[config.mk]
export PLATFORM = sky130hd
export DESIGN_NAME = refresh_sched
export DESIGN_NICKNAME = d
export VERILOG_FILES = /design/src/rtl/refresh_sched_pkg.sv /design/src/rtl/refresh_sched_tick.sv /design/src/rtl/refresh_sched_owed.sv /design/src/rtl/refresh_sched_busy.sv /design/src/rtl/refresh_sched.sv
export SDC_FILE = /design/constraint.sdc
export NUM_CORES = 1
export LEC_CHECK = 0
export ABC_AREA = 1
export BUFFER_PORTS_ARGS = -buffer_cell sky130_fd_sc_hd__buf_2
export CAP_MARGIN = 20
export CORE_MARGIN = 1.5
export CORE_UTILIZATION = 55
export DETAILED_ROUTE_END_ITERATION = 16
export MAX_ROUTING_LAYER = met4
export PLACE_DENSITY = 0.75
export SLEW_MARGIN = 20
export SYNTH_ARGS = -nofsm -noshare
export SYNTH_HDL_FRONTEND = slang
export SYNTH_SLANG_ARGS = --single-unit
[constraint.sdc]
create_clock -name clk -period 4.1 [get_ports clk]
set_input_delay 0.82 -clock clk [delete_from_list [all_inputs] [get_ports clk]]
set_output_delay 0.82 -clock clk [all_outputs]
set_load 0.02 [all_outputs]
[src/rtl/refresh_sched_pkg.sv]
package refresh_sched_pkg;

    typedef enum logic [1:0] {
        OWED_KEEP,
        OWED_INC,
        OWED_DEC,
        OWED_OVF
    } owed_op_e;

    typedef struct packed {
        logic pending;
        logic full;
    } owed_flags_t;

    function automatic owed_op_e owed_op(input logic tick, input logic take, input logic full);
        if (tick && !take) begin
            return full ? OWED_OVF : OWED_INC;
        end
        if (take && !tick) begin
            return OWED_DEC;
        end
        return OWED_KEEP;
    endfunction

endpackage

[src/rtl/refresh_sched_tick.sv]
module refresh_sched_tick #(
    parameter int INTERVAL_CYC = 390
) (
    input  logic clk,
    input  logic rst,
    input  logic en,
    output logic tick
);
    localparam int IW = (INTERVAL_CYC > 1) ? $clog2(INTERVAL_CYC) : 1;

    generate
        if (INTERVAL_CYC <= 1) begin : g_every
            assign tick = en;
        end else begin : g_count
            localparam logic [IW-1:0] LAST = IW'(INTERVAL_CYC - 1);
            logic [IW-1:0] cnt;

            assign tick = en && (cnt == LAST);

            always_ff @(posedge clk) begin
                if (rst) begin
                    cnt <= '0;
                end else if (!en || tick) begin
                    cnt <= '0;
                end else begin
                    cnt <= cnt + 1'b1;
                end
            end
        end
    endgenerate
endmodule

[src/rtl/refresh_sched_owed.sv]
module refresh_sched_owed
    import refresh_sched_pkg::*;
#(
    parameter int POST_LIMIT = 8,
    parameter int OW         = $clog2(POST_LIMIT + 1)
) (
    input  logic          clk,
    input  logic          rst,
    input  logic          tick,
    input  logic          take,
    output logic [OW-1:0] owed,
    output owed_flags_t   flags,
    output logic          err
);
    localparam logic [OW-1:0] LIMIT = OW'(POST_LIMIT);

    owed_op_e op;

    assign flags.pending = (owed != '0);
    assign flags.full    = (owed == LIMIT);
    assign op            = owed_op(tick, take, flags.full);

    always_ff @(posedge clk) begin
        if (rst) begin
            owed <= '0;
            err  <= 1'b0;
        end else begin
            unique case (op)
                OWED_INC: owed <= owed + 1'b1;
                OWED_DEC: owed <= owed - 1'b1;
                OWED_OVF: err  <= 1'b1;
                default:  owed <= owed;
            endcase
        end
    end
endmodule

[src/rtl/refresh_sched_busy.sv]
module refresh_sched_busy #(
    parameter int TRFC_CYC = 4
) (
    input  logic clk,
    input  logic rst,
    input  logic start,
    output logic busy
);
    localparam int TW = $clog2(TRFC_CYC + 1);
    localparam logic [TW-1:0] LOAD = TW'(TRFC_CYC);

    logic [TW-1:0] remain;

    assign busy = (remain != '0);

    always_ff @(posedge clk) begin
        if (rst) begin
            remain <= '0;
        end else if (start) begin
            remain <= LOAD;
        end else if (busy) begin
            remain <= remain - 1'b1;
        end
    end
endmodule

[src/rtl/refresh_sched.sv]
module refresh_sched
    import refresh_sched_pkg::*;
#(
    parameter int INTERVAL_CYC = 390,
    parameter int TRFC_CYC     = 4,
    parameter int POST_LIMIT   = 8,
    localparam int OW          = $clog2(POST_LIMIT + 1)
) (
    input  logic          clk,
    input  logic          rst,
    input  logic          en,
    input  logic          issued,
    output logic          req,
    output logic          urgent,
    output logic          busy,
    output logic          cke_hold,
    output logic [OW-1:0] owed,
    output logic          err
);
    logic        tick_w;
    logic        take_w;
    owed_flags_t flags_w;

    refresh_sched_tick #(.INTERVAL_CYC(INTERVAL_CYC)) u_tick (
        .clk  (clk),
        .rst  (rst),
        .en   (en),
        .tick (tick_w)
    );

    refresh_sched_owed #(.POST_LIMIT(POST_LIMIT), .OW(OW)) u_owed (
        .clk   (clk),
        .rst   (rst),
        .tick  (tick_w),
        .take  (take_w),
        .owed  (owed),
        .flags (flags_w),
        .err   (err)
    );

    refresh_sched_busy #(.TRFC_CYC(TRFC_CYC)) u_busy (
        .clk   (clk),
        .rst   (rst),
        .start (take_w),
        .busy  (busy)
    );

    assign req      = en && flags_w.pending && !busy;
    assign take_w   = issued && req;
    assign urgent   = req && flags_w.full;
    assign cke_hold = busy || take_w;
endmodule

==> flow_summary.json, run 1 <==
{
  "synth_cell_types": 23,
  "dp_hpwl_um": 1252,
  "placedCellCount": 168,
  "fin_skew_ns": 0.002207,
  "synthCells": 132,
  "first_pass_iters": 4,
  "ir_worst_vdd_mv": 0.2114,
  "io_pins": 13,
  "grt_pass1_wl_um": 2615,
  "ys_seq_area_frac": 0.3439,
  "rsz0062_at_grt": "false",
  "grt-ovfl-total": 0,
  "drc": 0,
  "synth_seq_cells": 17,
  "min_from": "u_busy.remain[0]",
  "fin_crit_ns": 2.587,
  "grt_pass1_vias": 709,
  "clock.fmax_mhz": 386.5,
  "power_leakage_uw": 0.0005551,
  "row_count": 15,
  "grt_usage": 0.1792,
  "clkTransAtPathRegs_ns": 0.09,
  "postSynthAreaPerCell_um2": 7.498,
  "arrival_ns": 1.77,
  "initial_core_util": 0.5795,
  "clockRootBuffer": "clkbuf_4",
  "diodes": 0,
  "slew_headroom": 0.8151,
  "clock_latency_ns": 0.28,
  "cp-start-kind": "flip-flop",
  "crit_required_ns": 3.28,
  "endpoint_kind": "primary output",
  "fin_hold_ws_ns": 0.4632,
  "synth_warnings": 0,
  "syn_area_um2": 989.7,
  "cts_buffers": 3,
  "io_buffers": 12,
  "syn_to_final_growth_pct": 11.12,
  "die_x_um": 45.42,
  "core_um2": 1708,
  "grt_start_max_net_pins": 10,
  "final_cell_mix": "25 x inv_1, 20 x nand2_1, 18 x nor2_1",
  "yosysTopAreaCell": "dfxtp_1",
  "final_cell_count_no_fill": 172,
  "via_per_inst": 4.657,
  "power.density_nw_per_um2": 396.9,
  "numClockSinks": 17,
  "synth_nets": 145,
  "gp_congestion": 0.8165,
  "synth_top_area_frac": 0.3439,
  "nets": 161,
  "routed_wl_um": 1574,
  "die_y_um": 45.42,
  "tritoncts": "yes",
  "status": "finished, final reports clean",
  "wl_per_cell_um": 9.151,
  "final_antenna_net_count": 0,
  "path_class": "reg -> out",
  "finalHoldViolations": 0,
  "holdBufCountCts": 0,
  "worst_pin_slew_ns": 0.2773,
  "via_count": 801,
  "drtIter0Drc": 8,
  "min_period_over_period": 0.6310,
  "setup.worst_path.start": "u_busy.remain[0]",
  "cap_violations": 0,
  "final_common_cell": "inv_1",
  "finalMaxSlewViolations": 0,
  "die_area_um2": 2063,
  "cts_setup_buffers": 0,
  "setup-tns-final_ns": 0,
  "synthTopCellsByArea": "dfxtp_1 34%, ha_1 10%, inv_1 9.5%",
  "grt_antenna_before_repair": 0,
  "cts.repair.resized": 0,
  "h-tree-depth": 1,
  "r2r_start": "u_busy.remain[0]",
  "ff2ff_setup_slack_ns": 1.76,
  "utilization": 0.6440,
  "setup_violations": 0,
  "crit_fanout": 8,
  "drive_gt1_frac": 0.1973,
  "hold_class": "reg -> reg",
  "cts_buffer_depth": 2
}
## synthesized netlist by cell type
cell and count:
fa_1 1, o21ai_1 1, nand4_1 2, xnor2_1 2, dfxtp_1 17, nor2_8 1, nand3_2 3, a21oi_1 8
nand2_2 2, nor2_2 2, xor2_1 2, ha_1 8, inv_2 1, clkinv_2 1, nor3_1 1, nand2_1 20
nand3_1 7, nand2_4 3, inv_1 25, buf_4 1, o21ai_0 5, nor2_1 18, nor3_2 1
## cell type report
| type | instances | area [um2] |
|---|---|---|
| clock buffers | 4 | 26.28 |
| inverters | 27 | 102.6 |
| repair buffers | 12 | 60.06 |
| multi-input cells | 87 | 539.3 |
| flip-flops and latches | 17 | 340.3 |
| fillers | 171 | 608.1 |
| well taps | 25 | 31.28 |
## worst paths after layout
path | end | depth (start not counted)
setup / recovery | cke_hold | 10
setup reg to reg | u_owed.owed[3] | 17
hold / removal | u_busy.remain[0] | 2
hold reg to reg | u_busy.remain[0] | 2
## sequential cells by signal (all words and copies together), names as in the netlist
register,cells
u_owed.owed,4
u_owed.err,1
u_busy.remain,3
u_tick.g_count.cnt,9
## through the flow
stage	total power (uW)	setup slack, ns	area [um2]
after CTS	441.9	1.500	1100
after global placement	348.9	1.740	1074
final	436.5	1.513	1100
after detailed placement	354.6	1.687	1074
after floorplan	328.2	1.918	989.7
after global routing	473.2	1.343	1100
## logic make-up (layout without fill, tap and decap cells)
| group | after synthesis | in the layout | synth area share |
|---|---|---|---|
| and+or+nand+nor | 60 | 60 | 0.3173 |
| AOI/OAI and AO/OA | 14 | 14 | 0.07079 |
| xor gates and xnor gates | 4 | 4 | 0.03540 |
| DFF | 17 | 17 | 0.3439 |
| adders and majority gates | 9 | 9 | 0.1214 |
| buffers and inverters | 28 | 43 | 0.1112 |
## power by group
| part | internal (uW) | switching, uW | total, uW |
|---|---|---|---|
| registers | 182 | 8.23 | 190 |
| clock network | 37.7 | 48.0 | 85.6 |
| logic | 58.0 | 103 | 161 |
## critical path, stage by stage (launching register included)
cell	delay, ns
dfxtp_1	0.32
inv_1	0.06
ha_1	0.16
ha_1	0.31
nand2_2	0.10
clkinv_2	0.07
nand2_4	0.06
nor2_8	0.11
inv_1	0.08
nand2_1	0.05
buf_2	0.16
## routing by layer
layer,track usage,share of wire,routed length (um),vias to the layer above
li1,-,-,-,438
met1,0.2044,0.48,758,353
met2,0.2958,0.49,771,8
met3,0.04762,0.020,31,2
met4,0.07059,0.0076,12,0
met5,-,0,0,-
(Power assumes the default switching activity.)
==> inputs of run 2 (changes only) <==
--- a/config.mk
+++ b/config.mk
@@ -9,10 +9,10 @@
 export BUFFER_PORTS_ARGS = -buffer_cell sky130_fd_sc_hd__buf_2
 export CAP_MARGIN = 20
 export CORE_MARGIN = 1.5
-export CORE_UTILIZATION = 55
+export CORE_UTILIZATION = 50
 export DETAILED_ROUTE_END_ITERATION = 16
 export MAX_ROUTING_LAYER = met4
-export PLACE_DENSITY = 0.75
+export PLACE_DENSITY = 0.71
 export SLEW_MARGIN = 20
 export SYNTH_ARGS = -nofsm -noshare
 export SYNTH_HDL_FRONTEND = slang
==> constraint.sdc (replaced) <==
create_clock -name clk -period 2.25 [get_ports clk]
set_input_delay 0.45 -clock clk [delete_from_list [all_inputs] [get_ports clk]]
set_output_delay 0.45 -clock clk [all_outputs]
set_load 0.02 [all_outputs]
==> flow_summary.json, run 2 (same netlist as run 1, synthesis figures left out) <==
{
  "cap_violations": 0,
  "worst_pin_slew_ns": 0.2417,
  "grt_start_max_net_pins": 10,
  "r2r.worst_path.cells": 18,
  "arrival_ns": 2.36,
  "worst-path-stages": 18,
  "use_met1": 0.2279,
  "grt_pass1_wl_um": 2663,
  "clock.fmax_mhz": 462.2,
  "final_cell_mix": "24 x inv_1, 19 x nand2_1, 18 x nor2_1",
  "slew_headroom": 0.8388,
  "place_ws_ns": 0.02156,
  "hold_class": "in -> reg",
  "clock_latency_ns": 0.29,
  "switching_share": 0.3729,
  "io_buffers": 12,
  "nets": 162,
  "clkTransAtPathRegs_ns": 0.10,
  "grt_antenna_before_repair": 0,
  "finalPower_uw": 846.4,
  "numClockSinks": 17,
  "routed_wl_um": 1802,
  "drtIter0Drc": 14,
  "slowest_delay_ns": 0.33,
  "first_pass_iters": 4,
  "power_leakage_uw": 0.0005529,
  "grt.busiest_layer": "met2",
  "path_delay_family": "simple AND/OR/NAND/NOR gates",
  "power.clock.fraction": 0.194,
  "cp-endpoint": "u_owed.owed[3]",
  "initial_core_util": 0.5551,
  "ff2ff_setup_slack_ns": 0.09,
  "internal_power_uw": 530.8,
  "r2r_end": "u_owed.owed[3]",
  "diodes": 0,
  "tritoncts": "yes",
  "power.density_nw_per_um2": 748.3,
  "path_buf_inv": 5,
  "reg_top3": "u_tick.g_count.cnt: 9 flops, u_owed.owed: 4 flops, u_busy.remain: 3 flops",
  "fin_crit_ns": 2.164,
  "wl_per_cell_um": 10.42,
  "comb_power_share": 0.392,
  "via_count": 797,
  "dp_hpwl_um": 1358,
  "path_class": "reg -> reg",
  "die_x_um": 47.49,
  "crit_path_top_delay_cell": "dfxtp_2",
  "setup_violations": 0,
  "cts_buffer_depth": 2,
  "cts_setup_buffers": 0,
  "min_period_over_period": 0.9616,
  "grt_use_met2": 0.2703,
  "clockRootBuffer": "clkbuf_4",
  "drive_gt1_frac": 0.2432,
  "die_area_um2": 2255,
  "h-tree-depth": 1,
  "cts_buffers": 3,
  "largest_reg_flops": 9,
  "ir_worst_vdd_mv": 0.4228,
  "endpoint_kind": "flip-flop",
  "core_um2": 1783,
  "die_y_um": 47.49,
  "setup.worst_path.start": "u_busy.remain[0]",
  "drc": 0,
  "finalHoldViolations": 0,
  "row_count": 15,
  "final_antenna_net_count": 0,
  "io_pins": 13,
  "gp_congestion": 0.7505,
  "status": "finished, final reports clean",
  "gr-usage-met3": 0.03396,
  "p_seq_frac": 0.413,
  "crit_required_ns": 2.44,
  "grt_pass1_vias": 662,
  "final_common_cell": "inv_1",
  "crit_path_cell_trace": "inv_1 -> ha_1 -> ha_2 -> nand2_2 -> clkinv_2 -> nand2_4 -> nor2_8 -> nand2_4 -> inv_2 -> ha_4 -> a21oi_1 -> nand2_2 -> inv_1 -> nand2_4 -> nand3_2 -> nand2_1 -> inv_1 -> nor2_1",
  "fin_hold_ws_ns": 0.3614,
  "cts.repair.resized": 1,
  "finalMaxSlewViolations": 0,
  "grt-ovfl-total": 0,
  "finalWorstSetupSlack_ns": 0.08630,
  "crit_fanout": 4,
  "netSwitchingPower_uw": 315.6,
  "r2r_start": "u_busy.remain[0]",
  "utilization": 0.6344,
  "grt_usage": 0.1783,
  "holdBufCountCts": 0,
  "fin_skew_ns": 0.007749,
  "top_register": "u_tick.g_count.cnt",
  "syn_to_final_growth_pct": 14.29,
  "cp-start-kind": "flip-flop",
  "via_per_inst": 4.607
}
-- run 2: stage by stage --
step           TNS [ns]  std cells  cell area (um2)
2_1_floorplan         0        132            989.7
6_report              0        173             1131
4_1_cts               0        173             1120
3_3_place_gp          0        169             1081
5_1_grt        -0.02834        173             1131
3_5_place_dp          0        169             1081
-- run 2: worst min-delay path by stage --
stage	startpoint	endpoint	slack, ns	cells after the start
global route	rst	u_owed.owed[0]	0.35	2
finish	rst	u_owed.owed[0]	0.36	2
detailed placement	u_busy.remain[0]	u_busy.remain[0]	0.45	2
floorplan	u_busy.remain[0]	u_busy.remain[0]	0.43	2
CTS	rst	u_owed.owed[0]	0.35	2
global placement	u_busy.remain[0]	u_busy.remain[0]	0.44	2
-- run 2: area by class of cell --
| class | count | area [um2] |
|---|---|---|
| Sequential cell | 17 | 341.6 |
| Tap cell | 25 | 31.28 |
| Inverter | 27 | 102.6 |
| Fill cell | 159 | 651.9 |
| Timing Repair Buffer | 13 | 67.56 |
| Clock buffer | 4 | 26.28 |
| Multi-Input combinational cell | 87 | 561.8 |
-- run 2: power by group through the flow --
stage / Clock, uW / Combinational [uW] / Sequential (uW)
finish: 164 / 332 / 350
global route: 186 / 385 / 353
CTS: 171 / 324 / 348
detailed placement: 0 / 322 / 355
global placement: 0 / 313 / 353
floorplan: 0 / 247 / 351
-- run 2: metal layers --
metal | vias to the layer above | routed length [um] | share of wire
met3 | 4 | 45 | 0.025
met4 | 0 | 31 | 0.017
met2 | 12 | 835 | 0.46
li1 | 438 | - | -
met1 | 343 | 889 | 0.49
met5 | - | 0 | 0
==> inputs of run 3 (changes only) <==
--- a/config.mk
+++ b/config.mk
@@ -13,6 +13,7 @@
 export DETAILED_ROUTE_END_ITERATION = 16
 export MAX_ROUTING_LAYER = met4
 export PLACE_DENSITY = 0.71
+export RECOVER_POWER = 25
 export SLEW_MARGIN = 20
 export SYNTH_ARGS = -nofsm -noshare
 export SYNTH_HDL_FRONTEND = slang
==> flow_summary.json, run 3 (same netlist as run 1, synthesis figures left out) <==
{
  "status": "finished, final reports clean",
  "io_pins": 13,
  "initial_core_util": 0.5551,
  "arrival_ns": 2.35,
  "tritoncts": "yes",
  "worst_pin_slew_ns": 0.3528,
  "setup.worst_path.start": "u_busy.remain[0]",
  "clkTransAtPathRegs_ns": 0.10,
  "setup-tns-final_ns": 0,
  "gp_congestion": 0.7505,
  "via_per_inst": 4.624,
  "final_antenna_net_count": 0,
  "top_register": "u_tick.g_count.cnt",
  "ir_worst_vdd_mv": 0.4221,
  "netSwitchingPower_uw": 313.1,
  "drtIter0Drc": 15,
  "row_count": 15,
  "grt_start_max_net_pins": 10,
  "die_y_um": 47.49,
  "r2r_start": "u_busy.remain[0]",
  "die_x_um": 47.49,
  "io_buffers": 12,
  "diodes": 0,
  "clock_latency_ns": 0.29,
  "setup_violations": 0,
  "slew_headroom": 0.7641,
  "drc": 0,
  "hold_class": "in -> reg",
  "ff2ff_setup_slack_ns": 0.09,
  "p_seq_frac": 0.414,
  "min_from": "rst",
  "nets": 162,
  "top_layer_used": "met4",
  "fill_cells": 161,
  "wl_met2_um": 828,
  "first_pass_iters": 6,
  "r2r.worst_path.cells": 18,
  "clock.fmax_mhz": 463.7,
  "reg_top3": "u_tick.g_count.cnt: 9 flops, u_owed.owed: 4 flops, u_busy.remain: 3 flops",
  "grt_antenna_before_repair": 0,
  "finalPower_uw": 843.9,
  "crit_fanout": 4,
  "cts_setup_buffers": 0,
  "power.clock.fraction": 0.193,
  "switching_share": 0.3711,
  "power_leakage_uw": 0.0005471,
  "r2r_end": "u_owed.owed[3]",
  "hold_path_depth": 2,
  "hold_end": "u_owed.owed[0]",
  "via_count": 800,
  "routed-wl-met3_um": 51,
  "cts_buffers": 3,
  "numClockSinks": 17,
  "endpoint_kind": "flip-flop",
  "cp-start-kind": "flip-flop",
  "largest_reg_flops": 9,
  "core_um2": 1783,
  "clockRootBuffer": "clkbuf_4",
  "wl_per_cell_um": 10.34,
  "routed_wl_um": 1788,
  "final_cell_count_no_fill": 173,
  "internal_power_uw": 530.7,
  "h-tree-depth": 1,
  "fin_crit_ns": 2.157,
  "place_ws_ns": 0.02156,
  "fin_skew_ns": 0.003567,
  "grt_usage": 0.1783,
  "comb_power_share": 0.393,
  "cap_violations": 0,
  "min_period_over_period": 0.9586,
  "finalWorstSetupSlack_ns": 0.09321,
  "cts_buffer_depth": 2,
  "final_cell_mix": "24 x inv_1, 19 x nor2_1, 19 x nand2_1",
  "dp_hpwl_um": 1358,
  "path_class": "reg -> reg",
  "crit_required_ns": 2.44,
  "grt_pass1_wl_um": 2663,
  "grt-ovfl-total": 0,
  "power.density_nw_per_um2": 751.9,
  "syn_to_final_growth_pct": 13.40,
  "finalHoldViolations": 0,
  "final_common_cell": "inv_1",
  "placedCellCount": 169,
  "wl_met1_um": 877,
  "die_area_um2": 2255,
  "drive_gt1_frac": 0.2230,
  "finalMaxSlewViolations": 0,
  "grt_pass1_vias": 662
}
## run 3: changes by cell type in the layout (fill, tap and decap cells not counted)
cell,delta
clkbuf_1,+1
buf_2,-1
nand3_1,+1
nand3_2,-1
nor2_1,+1
nor2_2,-1
## run 3: cell type report
cell class              count  area [um2]  share of cell area
flip-flops and latches     17       341.6              0.3043
inverters                  27       102.6             0.09142
well taps                  25       31.28             0.02787
multi-input cells          87       554.3              0.4939
repair buffers             13       66.31             0.05909
clock buffers               4       26.28             0.02341
## run 3: metal layers
layer,GRT usage,up-vias
li1,-,437
met1,0.2279,344
met2,0.2703,15
met3,0.03396,4
met4,0.08333,0
met5,-,-
## run 3: how the worst max path moves through the flow
stage	endpoint	slack, ns	cells past startpoint
after floorplan	u_owed.owed[3]	0.07	19
after global placement	u_owed.owed[3]	0.09	16
after detailed placement	u_owed.owed[3]	0.02	17
after CTS	u_owed.owed[3]	0.09	17
after global routing	u_owed.owed[3]	-0.03	18
final	u_owed.owed[3]	0.09	18
## run 3: what timing repair did
| action | CTS | global route |
|---|---|---|
| gates cloned | 0 | 0 |
| gates resized for setup | 1 | 5 |
| endpoints found under the setup margin | 1 | 2 |
| endpoints found under the hold margin | 0 | 0 |
| hold buffers | 0 | 0 |
## run 3: critical path, cell delays in order (launching register included)
cell and delay, ns:
dfxtp_2 0.33, inv_1 0.07, ha_1 0.18, ha_2 0.19
nand2_2 0.06, clkinv_2 0.06, nand2_4 0.06, nor2_8 0.12
nand2_4 0.09, inv_2 0.08, ha_4 0.20, a21oi_1 0.20
nand2_2 0.10, inv_1 0.10, nand2_4 0.06, nand3_2 0.05
nand2_1 0.05, inv_1 0.04, nor2_1 0.04
## run 3: power by group through the flow
stage / sequential, uW / combinational (uW) / clock [uW]
after CTS: 348 / 324 / 171
after detailed placement: 355 / 322 / 0
after floorplan: 351 / 247 / 0
after global placement: 353 / 313 / 0
after global routing: 353 / 385 / 186
final: 349 / 331 / 163
## run 3: metrics by stage
step	hold slack, ns	cell area (um2)	util
4_1_cts	0.3476	1120	0.6281
6_report	0.3565	1122	0.6295
5_1_grt	0.3494	1122	0.6295
3_5_place_dp	0.4510	1081	0.6063
3_3_place_gp	0.4410	1081	0.6063
2_1_floorplan	0.4334	989.7	-
